## src/rtl/xbus_pkg.sv

```systemverilog
package xbus_pkg;

    // Slot geometry; every strobe position derives from these.
    localparam int unsigned SLOT_LEN    = 6;
    localparam int unsigned SLOTS       = 2;
    localparam int unsigned CYC_LEN     = SLOT_LEN * SLOTS;
    localparam int unsigned ALE_LEN     = 2;
    localparam int unsigned ADDR_FIRST  = ALE_LEN - 1;
    localparam int unsigned ADDR_LAST   = ALE_LEN;
    localparam int unsigned PSEN_FIRST  = ALE_LEN + 1;
    localparam int unsigned PSEN_LAST   = SLOT_LEN - 1;
    localparam int unsigned WDATA_FIRST = ADDR_LAST + 1;
    localparam int unsigned STB_FIRST   = ALE_LEN + 3;
    localparam int unsigned STB_LEN     = 6;
    localparam int unsigned STB_LAST    = STB_FIRST + STB_LEN - 1;

    localparam int unsigned PH_W   = $clog2(CYC_LEN);
    localparam int unsigned SPH_W  = $clog2(SLOT_LEN);
    localparam int unsigned SLOT_W = $clog2(SLOTS);

    localparam logic [1:0] KIND_READ  = 2'd1;
    localparam logic [1:0] KIND_WRITE = 2'd2;

    localparam logic [1:0] MODE_RUN   = 2'd0;
    localparam logic [1:0] MODE_IDLE  = 2'd1;
    localparam logic [1:0] MODE_PDOWN = 2'd2;
    localparam logic [1:0] MODE_EMU   = 2'd3;

    typedef enum logic [2:0] {
        ST_FETCH,
        ST_DREAD,
        ST_DWRITE,
        ST_IDLE,
        ST_PDOWN,
        ST_EMU
    } xbus_state_e;

endpackage

```

## src/rtl/xbus_timer.sv

```systemverilog
module xbus_timer
    import xbus_pkg::*;
(
    input  logic              clk,
    input  logic              rst_n,
    output logic [PH_W-1:0]   ph,
    output logic [SPH_W-1:0]  sph,
    output logic [SLOT_W-1:0] slot,
    output logic              last
);

    localparam logic [PH_W-1:0]   PH_END   = PH_W'(CYC_LEN - 1);
    localparam logic [SPH_W-1:0]  SPH_END  = SPH_W'(SLOT_LEN - 1);
    localparam logic [SLOT_W-1:0] SLOT_END = SLOT_W'(SLOTS - 1);

    assign last = (ph == PH_END);

    always_ff @(posedge clk or negedge rst_n) begin
        if (!rst_n) begin
            ph   <= PH_END;
            sph  <= SPH_END;
            slot <= SLOT_END;
        end else begin
            ph <= last ? '0 : ph + 1'b1;
            if (sph == SPH_END) begin
                sph  <= '0;
                slot <= (slot == SLOT_END) ? '0 : slot + 1'b1;
            end else begin
                sph <= sph + 1'b1;
            end
        end
    end

    // the cycle wraps right after the take period
    p_take_wrap_r1: assert property (@(posedge clk) disable iff (!rst_n)
        last |=> (ph == '0));

    // the slot counters stay aligned to the cycle counter
    p_slot_sync_r1: assert property (@(posedge clk) disable iff (!rst_n)
        (ph == '0) |-> (sph == '0 && slot == '0));

endmodule

```

## src/rtl/xbus_fsm.sv

```systemverilog
module xbus_fsm
    import xbus_pkg::*;
#(
    parameter int unsigned ADDR_W = 16,
    parameter int unsigned DATA_W = 8
) (
    input  logic                     clk,
    input  logic                     rst_n,
    input  logic                     last,
    input  logic [1:0]               req_kind,
    input  logic [1:0]               pwr_mode,
    input  logic [ADDR_W-1:0]        req_addr,
    input  logic [DATA_W-1:0]        req_wdata,
    input  logic                     req_wide,
    input  logic                     ext_code,
    input  logic                     movc_op,
    input  logic                     ale_dis,
    input  logic [ADDR_W-DATA_W-1:0] hi_latch,
    output xbus_state_e              st,
    output logic [ADDR_W-1:0]        addr_q,
    output logic [DATA_W-1:0]        wdata_q,
    output logic                     wide_q,
    output logic                     ext_q,
    output logic                     movc_q,
    output logic                     dis_q,
    output logic [ADDR_W-DATA_W-1:0] latch_q
);

    xbus_state_e st_nx;

    always_comb begin
        st_nx = ST_FETCH;
        unique case (pwr_mode)
            MODE_RUN: begin
                case (req_kind)
                    KIND_READ:  st_nx = ST_DREAD;
                    KIND_WRITE: st_nx = ST_DWRITE;
                    default:    st_nx = ST_FETCH;
                endcase
            end
            MODE_IDLE:  st_nx = ST_IDLE;
            MODE_PDOWN: st_nx = ST_PDOWN;
            MODE_EMU:   st_nx = ST_EMU;
        endcase
    end

    always_ff @(posedge clk or negedge rst_n) begin
        if (!rst_n) begin
            st <= ST_IDLE;
        end else if (last) begin
            st <= st_nx;
        end
    end

    // Request fields are held across idle and power-down cycles.
    always_ff @(posedge clk or negedge rst_n) begin
        if (!rst_n) begin
            addr_q  <= '0;
            wdata_q <= '0;
            wide_q  <= 1'b0;
            ext_q   <= 1'b0;
            movc_q  <= 1'b0;
            dis_q   <= 1'b0;
            latch_q <= '0;
        end else if (last && pwr_mode == MODE_RUN) begin
            addr_q  <= req_addr;
            wdata_q <= req_wdata;
            wide_q  <= req_wide;
            ext_q   <= ext_code;
            movc_q  <= movc_op;
            dis_q   <= ale_dis;
            latch_q <= hi_latch;
        end
    end

    // the state only moves at a cycle boundary
    p_state_hold_r1: assert property (@(posedge clk) disable iff (!rst_n)
        !last |=> $stable(st));

endmodule

```

## src/rtl/xbus_drive.sv

```systemverilog
module xbus_drive
    import xbus_pkg::*;
#(
    parameter int unsigned ADDR_W = 16,
    parameter int unsigned DATA_W = 8
) (
    input  logic                     clk,
    input  logic                     rst_n,
    input  xbus_state_e              st,
    input  logic [PH_W-1:0]          ph,
    input  logic [SPH_W-1:0]         sph,
    input  logic [SLOT_W-1:0]        slot,
    input  logic [ADDR_W-1:0]        addr_q,
    input  logic [DATA_W-1:0]        wdata_q,
    input  logic                     wide_q,
    input  logic                     ext_q,
    input  logic                     movc_q,
    input  logic                     dis_q,
    input  logic [ADDR_W-DATA_W-1:0] latch_q,
    input  logic [DATA_W-1:0]        lo_in,
    output logic                     ale,
    output logic                     ale_oe,
    output logic                     psen_n,
    output logic                     psen_oe,
    output logic                     rd_n,
    output logic                     wr_n,
    output logic                     lo_oe,
    output logic [DATA_W-1:0]        lo_out,
    output logic                     hi_oe,
    output logic [ADDR_W-DATA_W-1:0] hi_out,
    output logic [DATA_W-1:0]        rd_data,
    output logic                     rd_valid
);

    localparam logic [SPH_W-1:0] S_ALE = SPH_W'(ALE_LEN);
    localparam logic [SPH_W-1:0] S_AF  = SPH_W'(ADDR_FIRST);
    localparam logic [SPH_W-1:0] S_AL  = SPH_W'(ADDR_LAST);
    localparam logic [SPH_W-1:0] S_PF  = SPH_W'(PSEN_FIRST);
    localparam logic [SPH_W-1:0] S_PL  = SPH_W'(PSEN_LAST);
    localparam logic [PH_W-1:0]  P_ALE = PH_W'(ALE_LEN);
    localparam logic [PH_W-1:0]  P_AF  = PH_W'(ADDR_FIRST);
    localparam logic [PH_W-1:0]  P_AL  = PH_W'(ADDR_LAST);
    localparam logic [PH_W-1:0]  P_WF  = PH_W'(WDATA_FIRST);
    localparam logic [PH_W-1:0]  P_SF  = PH_W'(STB_FIRST);
    localparam logic [PH_W-1:0]  P_SL  = PH_W'(STB_LAST);
    localparam logic [PH_W-1:0]  P_END = PH_W'(CYC_LEN - 1);

    logic [ADDR_W-1:0] fetch_addr;
    logic              cap;
    logic              in_addr_win;
    logic              in_stb_win;

    assign fetch_addr  = addr_q + ADDR_W'(slot);
    assign in_addr_win = (ph >= P_AF) && (ph <= P_AL);
    assign in_stb_win  = (ph >= P_SF) && (ph <= P_SL);

    always_comb begin
        ale     = 1'b0;
        ale_oe  = 1'b1;
        psen_n  = 1'b1;
        psen_oe = 1'b1;
        rd_n    = 1'b1;
        wr_n    = 1'b1;
        lo_oe   = 1'b0;
        lo_out  = '0;
        hi_oe   = 1'b1;
        hi_out  = latch_q;
        cap     = 1'b0;
        unique case (st)
            ST_FETCH: begin
                ale = (sph < S_ALE);
                if (dis_q && !ext_q && !movc_q) begin
                    ale    = 1'b1;
                    ale_oe = 1'b0;
                end
                if (ext_q) begin
                    psen_n = !((sph >= S_PF) && (sph <= S_PL));
                    hi_out = fetch_addr[ADDR_W-1:DATA_W];
                    if ((sph >= S_AF) && (sph <= S_AL)) begin
                        lo_oe  = 1'b1;
                        lo_out = fetch_addr[DATA_W-1:0];
                    end
                    cap = (sph == S_PL);
                end
            end
            ST_DREAD, ST_DWRITE: begin
                ale = (ph < P_ALE);
                if (wide_q) hi_out = addr_q[ADDR_W-1:DATA_W];
                if (in_addr_win) begin
                    lo_oe  = 1'b1;
                    lo_out = addr_q[DATA_W-1:0];
                end
                if (st == ST_DREAD) begin
                    rd_n = !in_stb_win;
                    cap  = (ph == P_SL);
                end else begin
                    wr_n = !in_stb_win;
                    if (ph >= P_WF) begin
                        lo_oe  = 1'b1;
                        lo_out = wdata_q;
                    end
                end
            end
            ST_IDLE: begin
                ale = 1'b1;
                if (ext_q) hi_out = addr_q[ADDR_W-1:DATA_W];
            end
            ST_PDOWN: begin
                ale    = 1'b0;
                psen_n = 1'b0;
            end
            ST_EMU: begin
                ale     = 1'b1;
                ale_oe  = 1'b0;
                psen_oe = 1'b0;
                hi_oe   = 1'b0;
                hi_out  = '0;
            end
            default: ;
        endcase
    end

    always_ff @(posedge clk or negedge rst_n) begin
        if (!rst_n) begin
            rd_data  <= '0;
            rd_valid <= 1'b0;
        end else begin
            rd_valid <= cap;
            if (cap) rd_data <= lo_in;
        end
    end

    // a driven latch strobe always ends two periods into a slot
    p_ale_fall_r2: assert property (@(posedge clk) disable iff (!rst_n)
        ($fell(ale) && ale_oe && st != ST_PDOWN) |-> (sph == S_ALE));

    // the low port is released while a code read is in progress
    p_psen_float_r4: assert property (@(posedge clk) disable iff (!rst_n)
        !psen_n |-> !lo_oe);

    // data strobes open at period 5 and close after period 10
    p_rd_open_r5: assert property (@(posedge clk) disable iff (!rst_n)
        $fell(rd_n) |-> (ph == P_SF));
    p_rd_close_r5: assert property (@(posedge clk) disable iff (!rst_n)
        $rose(rd_n) |-> (ph == P_END));
    p_wr_open_r5: assert property (@(posedge clk) disable iff (!rst_n)
        $fell(wr_n) |-> (ph == P_SF));
    p_wr_close_r5: assert property (@(posedge clk) disable iff (!rst_n)
        $rose(wr_n) |-> (ph == P_END));

    // never two bus strobes low at once
    p_one_strobe_r5: assert property (@(posedge clk) disable iff (!rst_n)
        (!rd_n || !wr_n) |-> (psen_n && (rd_n || wr_n)));

    // the low port floats while a read is accepted
    p_read_float_r6: assert property (@(posedge clk) disable iff (!rst_n)
        !rd_n |-> !lo_oe);

    // a capture flag lasts a single period
    p_valid_once_r8: assert property (@(posedge clk) disable iff (!rst_n)
        rd_valid |=> !rd_valid);

endmodule

```

## src/rtl/xbus_seq.sv

```systemverilog
module xbus_seq
    import xbus_pkg::*;
#(
    parameter int unsigned ADDR_W = 16,
    parameter int unsigned DATA_W = 8
) (
    input  logic                     clk,
    input  logic                     rst_n,
    input  logic [1:0]               req_kind,
    input  logic [ADDR_W-1:0]        req_addr,
    input  logic [DATA_W-1:0]        req_wdata,
    input  logic                     req_wide,
    input  logic                     ext_code,
    input  logic                     movc_op,
    input  logic                     ale_dis,
    input  logic [ADDR_W-DATA_W-1:0] hi_latch,
    input  logic [1:0]               pwr_mode,
    input  logic [DATA_W-1:0]        lo_in,
    output logic                     cyc_take,
    output logic                     ale,
    output logic                     ale_oe,
    output logic                     psen_n,
    output logic                     psen_oe,
    output logic                     rd_n,
    output logic                     wr_n,
    output logic                     lo_oe,
    output logic [DATA_W-1:0]        lo_out,
    output logic                     hi_oe,
    output logic [ADDR_W-DATA_W-1:0] hi_out,
    output logic [DATA_W-1:0]        rd_data,
    output logic                     rd_valid
);

    logic [PH_W-1:0]          ph;
    logic [SPH_W-1:0]         sph;
    logic [SLOT_W-1:0]        slot;
    logic                     last;
    xbus_state_e              st;
    logic [ADDR_W-1:0]        addr_q;
    logic [DATA_W-1:0]        wdata_q;
    logic                     wide_q;
    logic                     ext_q;
    logic                     movc_q;
    logic                     dis_q;
    logic [ADDR_W-DATA_W-1:0] latch_q;

    assign cyc_take = last;

    xbus_timer u_timer (
        .clk   (clk),
        .rst_n (rst_n),
        .ph    (ph),
        .sph   (sph),
        .slot  (slot),
        .last  (last)
    );

    xbus_fsm #(.ADDR_W(ADDR_W), .DATA_W(DATA_W)) u_fsm (
        .clk       (clk),
        .rst_n     (rst_n),
        .last      (last),
        .req_kind  (req_kind),
        .pwr_mode  (pwr_mode),
        .req_addr  (req_addr),
        .req_wdata (req_wdata),
        .req_wide  (req_wide),
        .ext_code  (ext_code),
        .movc_op   (movc_op),
        .ale_dis   (ale_dis),
        .hi_latch  (hi_latch),
        .st        (st),
        .addr_q    (addr_q),
        .wdata_q   (wdata_q),
        .wide_q    (wide_q),
        .ext_q     (ext_q),
        .movc_q    (movc_q),
        .dis_q     (dis_q),
        .latch_q   (latch_q)
    );

    xbus_drive #(.ADDR_W(ADDR_W), .DATA_W(DATA_W)) u_drive (
        .clk      (clk),
        .rst_n    (rst_n),
        .st       (st),
        .ph       (ph),
        .sph      (sph),
        .slot     (slot),
        .addr_q   (addr_q),
        .wdata_q  (wdata_q),
        .wide_q   (wide_q),
        .ext_q    (ext_q),
        .movc_q   (movc_q),
        .dis_q    (dis_q),
        .latch_q  (latch_q),
        .lo_in    (lo_in),
        .ale      (ale),
        .ale_oe   (ale_oe),
        .psen_n   (psen_n),
        .psen_oe  (psen_oe),
        .rd_n     (rd_n),
        .wr_n     (wr_n),
        .lo_oe    (lo_oe),
        .lo_out   (lo_out),
        .hi_oe    (hi_oe),
        .hi_out   (hi_out),
        .rd_data  (rd_data),
        .rd_valid (rd_valid)
    );

endmodule

```

## config.mk

```make
export PLATFORM = sky130hd
export DESIGN_NAME = xbus_seq
export DESIGN_NICKNAME = d
export VERILOG_FILES = /design/src/rtl/xbus_pkg.sv /design/src/rtl/xbus_timer.sv /design/src/rtl/xbus_fsm.sv /design/src/rtl/xbus_drive.sv /design/src/rtl/xbus_seq.sv
export SDC_FILE = /design/constraint.sdc
export NUM_CORES = 1
export LEC_CHECK = 0
export ABC_AREA = 1
export BUFFER_PORTS_ARGS = -buffer_cell sky130_fd_sc_hd__buf_2
export CORE_MARGIN = 3
export CORE_UTILIZATION = 29
export CTS_CLUSTER_DIAMETER = 150
export DETAILED_ROUTE_END_ITERATION = 6
export PLACE_DENSITY_LB_ADDON = 0.15
export SETUP_SLACK_MARGIN = 0.2
export SYNTH_ARGS = -nofsm -noshare
export SYNTH_HDL_FRONTEND = slang
export SYNTH_SLANG_ARGS = --single-unit
```

## constraint.sdc

```tcl
create_clock -name clk -period 3.7 [get_ports clk]
set_input_delay 0.185 -clock clk [delete_from_list [all_inputs] [get_ports clk]]
set_output_delay 0.185 -clock clk [all_outputs]
set_load 0.05 [all_outputs]
```

==> qor.csv, run 1 <==
metric,value,unit
grt-ovfl-total,0,
slowest_stage,dfstp_2,
max_stage_delay,0.55,ns
synth_xor_xnor_area_share,0.00514,
clockBufferDepth,2,
clockRootBuffer,clkbuf_16,
die_h,114,um
yosysWarnings,0,
io_pins,84,
cts_tree,done,
max_freq,0.382,GHz
power,0.00172,W
cts_inserted_buffers,5,
die_area,13100,um^2
fin_area,4100,um^2
startpoint_type,flip-flop,
first_global_vias,3149,
critical_path_required,3.51,ns
area_growth_syn_to_layout,20.1,%
fp.coreArea,11200,um^2
ys_ff_latch,56,
cp_cell_sequence,ha_1 -> ha_1 -> nand3_1 -> nor3_1 -> nand3_1 -> nand2_1 -> nand3_1 -> nand4_1 -> buf_2,
drv_cap,0,
hold_violations,0,
nets,566,
ctsResizeCount,0,
min_period_over_period,0.708,
synth.top_cell.area_share,0.352,
final_cells,650,
synth-simple-area-share,0.269,
slew_headroom,0.385,
start_util,0.305,
syn_area,3410,um^2
place_ws,1.41,ns
reg2reg_from,u_timer.ph[0],
async_reset_ff_frac,1.00,
slew_viol_final,0,
critical_path_class,flip-flop to primary output,
place_inst,642,
cpMostUsedCell,nand3_1,
finalSetupViolCount,0,
grt_use_total,0.149,
synthMuxAreaShare,0.106,
detail-route-antenna-nets,0,
p_leak,2.18,nW
hpwl,7.14,mm
wirelength,9.51,mm
cp_max_fo,4,
synth_common_cells,"nand2_1, nor2_1, dfrtp_1",
drt-initial-drc-count,104,
dieWidth,114,um
synth_edf_count,0,
grt_max_degree,54,
place_congestion,0.899,
r2r_slack,1.69,ns
synth-compound-area-share,0.107,
wire_per_inst,14.6,um
outcome,"complete, no violations",
reg2regPathDepth,5,
postCtsSetupBuffers,0,
tightest_slew,0.923,ns
num_vias,3161,
htree_levels,2,
fin_setup_tns,0,ns
antenna_found_initial,0,
p_per_area,419,nW/um^2
drc,0,
period_minus_slack,2.62,ns
row_count,38,
fin_skew,0.00771,ns
path_clk_slew,0.08,ns
grt_pass1_wl,15.6,mm
via_per_inst,4.86,
synthAdderAreaFrac,0.0257,
synthFlopType,dfrtp_1,
portBuffers,83,
dpl-instance-area,3940,um^2
synth_area_per_cell,7.97,um^2
peakVddDrop,0.185,mV
fin_ws,1.08,ns
yosysSeqAreaShare,0.414,
crit_path_end_kind,primary output,
rsz0062_at_grt,false,
diodes,0,
synth_top_family_by_area,simple AND/OR/NAND/NOR gates,
critPathArrivalTime,2.43,ns
synth_area_leaders,"dfrtp_1, nand2_1, nor2_1, mux2_4, dfstp_2",
rr_endpoint,u_fsm.wdata_q[6],
ys_types,35,
synth_nets,485,
yosysTopAreaCell,dfrtp_1,
dr.pass1.iters,4,
drive_gt1_frac,0.276,
yosysMostFrequentCell,nand2_1,
insertion_delay,0.30,ns
syn_inst,428,
hold_buffers,0,
clkSinkCount,56,
hp-class,primary input to asynchronous set/reset pin,
==> worst max-delay path: cells and delay by family, from the launching register on <==
| kind | cells | cell delay, ns |
|---|---|---|
| buffers and inverters | 1 | 0.27 |
| and+or+nand+nor | 6 | 0.92 |
| adders and majority gates | 2 | 0.39 |
| DFF | 1 | 0.55 |
==> kinds of logic after synthesis <==
kind of cell / count (synthesis)
adder cells (fa/ha/maj): 7
AO/OA/AOI/OAI: 67
flip-flops: 56
multiplexers: 27
buffers and inverters: 59
AND/OR/NAND/NOR: 210
XOR/XNOR: 2
==> power breakdown <==
| group | internal, W | switching [W] | total [W] |
|---|---|---|---|
| clock | 0.000258 | 0.000249 | 0.000507 |
| combinational | 0.000146 | 0.000327 | 0.000473 |
| sequential | 0.000675 | 0.0000628 | 0.000738 |
==> how the worst max path moves through the flow <==
stage,start,end,slack (ns)
after detailed placement,u_timer.slot,hi_out[6],1.41
after global routing,u_timer.slot,hi_out[6],0.90
final,u_timer.slot,hi_out[6],1.08
after global placement,u_timer.slot,hi_out[6],1.42
after floorplan,u_fsm.st[0],ale,1.22
after CTS,u_timer.slot,hi_out[6],1.06
==> metal layers <==
layer | wire length, um | GRT usage | vias up
met5 | 0 | 0 | -
met4 | 113 | 0.0333 | 0
met3 | 546 | 0.0333 | 11
met2 | 4460 | 0.242 | 93
met1 | 4390 | 0.203 | 1486
li1 | - | - | 1571
==> per-stage QoR <==
stage	hold slack, ns	utilization
finish	0.00867	0.367
global route	0.0801	0.367
CTS	0.0563	0.367
detailed placement	0.390	0.353
global placement	0.398	0.353
floorplan	-0.111	-
==> layout make-up <==
cell class              count  area [um^2]
clock inverters             3         27.5
multi-input cells         313         1750
flip-flops and latches     56         1410
repair buffers             84          423
inverters                  49          184
well taps                 140          175
clock buffers               5          125
fillers                  1181         7080
==> registers in the layout (all words and copies together) (netlist names) <==
signal and flops:
u_drive.rd_valid 1, u_fsm.movc_q 1, u_fsm.wdata_q 8, u_fsm.addr_q 16
u_fsm.ext_q 1, u_fsm.wide_q 1, u_timer.slot 1, u_drive.rd_data 8
u_timer.sph 3, u_fsm.st 3, u_timer.ph 4, u_fsm.latch_q 8
u_fsm.dis_q 1
==> placed cells by master, fill, tap and decap left out, types with 5 or more instances in the layout <==
master     netlist  final
dfrtp_1         48     48
a21oi_1         28     28
nor2_1          61     61
nand2_1         95     95
nand3_1         26     26
nor3_1           7      7
o21ai_0         25     25
buf_2            2     83
ha_1             7      7
o211ai_1         7      7
nand4_1         10     10
mux2_4          15     15
mux2_2          12     12
inv_1           44     44
clkbuf_16        0      5
dfstp_2          8      8
Power figures use the tool's default switching activity.
==> run 2, diff against run 1 <==
==> constraint.sdc (replaced) <==
create_clock -name clk -period 2.41 [get_ports clk]
set_input_delay 0.1205 -clock clk [delete_from_list [all_inputs] [get_ports clk]]
set_output_delay 0.1205 -clock clk [all_outputs]
set_load 0.05 [all_outputs]
==> qor.csv, run 2 (synthesis results as in run 1) <==
metric,value,unit,change
insertion_delay,0.30,ns,about the same
outcome,finished with violations,,
critical_path_class,flip-flop to primary output,,
max_freq,0.458,GHz,
critical_path_required,2.29,ns,-1.22 ns
rsz0062_at_grt,true,,
row_count,38,,unchanged
crit_path_end_kind,primary output,,
detail-route-antenna-nets,0,,unchanged
min_period_over_period,0.906,,
p_per_area,601,nW/um^2,+43%
layout_common_cells,"nand2_1, buf_2, nor2_1",,
cts_inserted_buffers,5,,unchanged
finalSetupViolCount,0,,unchanged
die_area,13100,um^2,unchanged
period_minus_slack,2.18,ns,
dr.pass1.iters,4,,unchanged
slew_headroom,0.507,,+0.122
power,0.00272,W,+58%
io_pins,84,,unchanged
nets,585,,+3.4%
mostFrequentLayoutCell,nand2_1,,
num_vias,3205,,+1.4%
drv_cap,0,,unchanged
grt_max_degree,57,,+5.6%
largest_reg_flops,16,,unchanged
drc,0,,unchanged
p_leak,2.31,nW,+6.2%
tightest_slew,0.740,ns,-0.183 ns
diodes,0,,unchanged
drive_gt1_frac,0.371,,+0.0940
fin_setup_tns,0,ns,unchanged
hp-class,primary input to asynchronous set/reset pin,,
fin_util,0.404,,+0.0377
hold_buffers,0,,unchanged
clkSinkCount,56,,unchanged
via_per_inst,4.79,,-1.5%
hpwl,7.20,mm,+0.84%
peakVddDrop,0.346,mV,+87%
path_clk_slew,0.08,ns,about the same
fin_skew,0.00785,ns,+0.000146 ns
portBuffers,83,,unchanged
dieWidth,114,um,unchanged
cp_max_fo,4,,unchanged
place_congestion,0.840,,-6.6%
area_growth_syn_to_layout,32.4,%,
antenna_found_initial,0,,unchanged
wire_per_inst,14.7,um,+0.35%
start_util,0.305,,unchanged
slew_viol_final,0,,unchanged
top_register,u_fsm.addr_q,,
grt_pass1_wl,15.8,mm,+1.6%
grt-ovfl-total,0,,unchanged
hold_violations,46,,+46
violations,hold timing,,
cts_tree,done,,
first_global_vias,3126,,-0.73%
critPathArrivalTime,2.06,ns,-0.37 ns
fp.coreArea,11200,um^2,unchanged
grt_use_total,0.150,,+0.00143
wirelength,9.82,mm,+3.3%
clockBufferDepth,2,,unchanged
die_h,114,um,unchanged
clockRootBuffer,clkbuf_16,,
hold_slack,-0.0282,ns,-0.0368 ns
startpoint_type,flip-flop,,
drt-initial-drc-count,141,,+36%
htree_levels,2,,unchanged
==> run 2: cell count changes in the layout (fill, tap and decap cells not counted), moves of 4 or more <==
cell / previous run / this run
buf_2: 83 / 66
buf_4: 1 / 23
buf_6: 0 / 14
ha_1: 7 / 2
inv_1: 44 / 39
nand2_1: 95 / 90
nand2_2: 2 / 6
nand3_1: 26 / 21
nand3_2: 0 / 4
nor2_1: 61 / 56
nor2_4: 1 / 5
o21ai_0: 25 / 17
o21ai_2: 0 / 6
==> run 2: routing by layer <==
layer  track usage  wire length (um)  vias to the layer above
met2         0.244              4620                       72
met4        0.0238                43                        0
li1              -                 -                     1618
met3        0.0344               465                        4
met5             0                 0                        -
met1         0.209              4690                     1511
==> run 2: path summary, 6_finish.rpt <==
check	startpoint	slack [ns]	depth (start not counted)	end
max	u_timer.slot	0.23	9	lo_out[7]
max reg2reg	u_timer.ph[1]	0.42	5	u_fsm.wdata_q[7]
max in group asynchronous	rst_n	1.92	2	u_fsm.st[2]
min	rst_n	-0.03	2	u_fsm.latch_q[3]
min in group clk	req_addr[14]	0.05	2	u_fsm.addr_q[14]
min reg2reg	u_timer.sph[0]	0.50	1	u_timer.sph[0]
==> run 2: per-stage QoR <==
| step | setup WS, ns | cells | hold WS, ns | cell area, um^2 |
|---|---|---|---|---|
| after floorplan | 0.252 | 428 | -0.175 | 3410 |
| after global placement | 0.305 | 650 | 0.320 | 4010 |
| after detailed placement | 0.230 | 650 | 0.325 | 4010 |
| after CTS | 0.204 | 662 | 0.00892 | 4330 |
| after global routing | 0.110 | 669 | 0.0401 | 4520 |
| final | 0.226 | 669 | -0.0282 | 4520 |
==> run 2: area by class of cell <==
cell class	instances	area, um^2
sequential	56	1410
timing repair buffer	103	661
clock inverter	3	22.5
tap	140	175
fill	1145	6660
inverter	49	191
clock buffer	5	125
multi-input combinational	313	1930
==> run 2: where the power goes <==
part           switching [W]  leakage [nW]  total [W]  internal [W]
Sequential         0.0000938         0.649    0.00113       0.00104
Clock               0.000363        0.0742   0.000754      0.000391
Combinational       0.000542          1.59   0.000831      0.000289
==> run 2: timing repair <==
action	in CTS	in global routing
setup buffers	4	7
gates resized for setup	42	46
pin swaps	5	14
endpoints found under the setup margin	16	17
==> run 2: critical path: stages (launching register included) <==
cell,delay [ns]
dfstp_2,0.56
ha_4,0.16
nand2_1,0.07
nor2_2,0.17
nand2_2,0.11
buf_4,0.16
a21oi_1,0.15
o21ai_0,0.10
nand2_1,0.10
buf_6,0.16
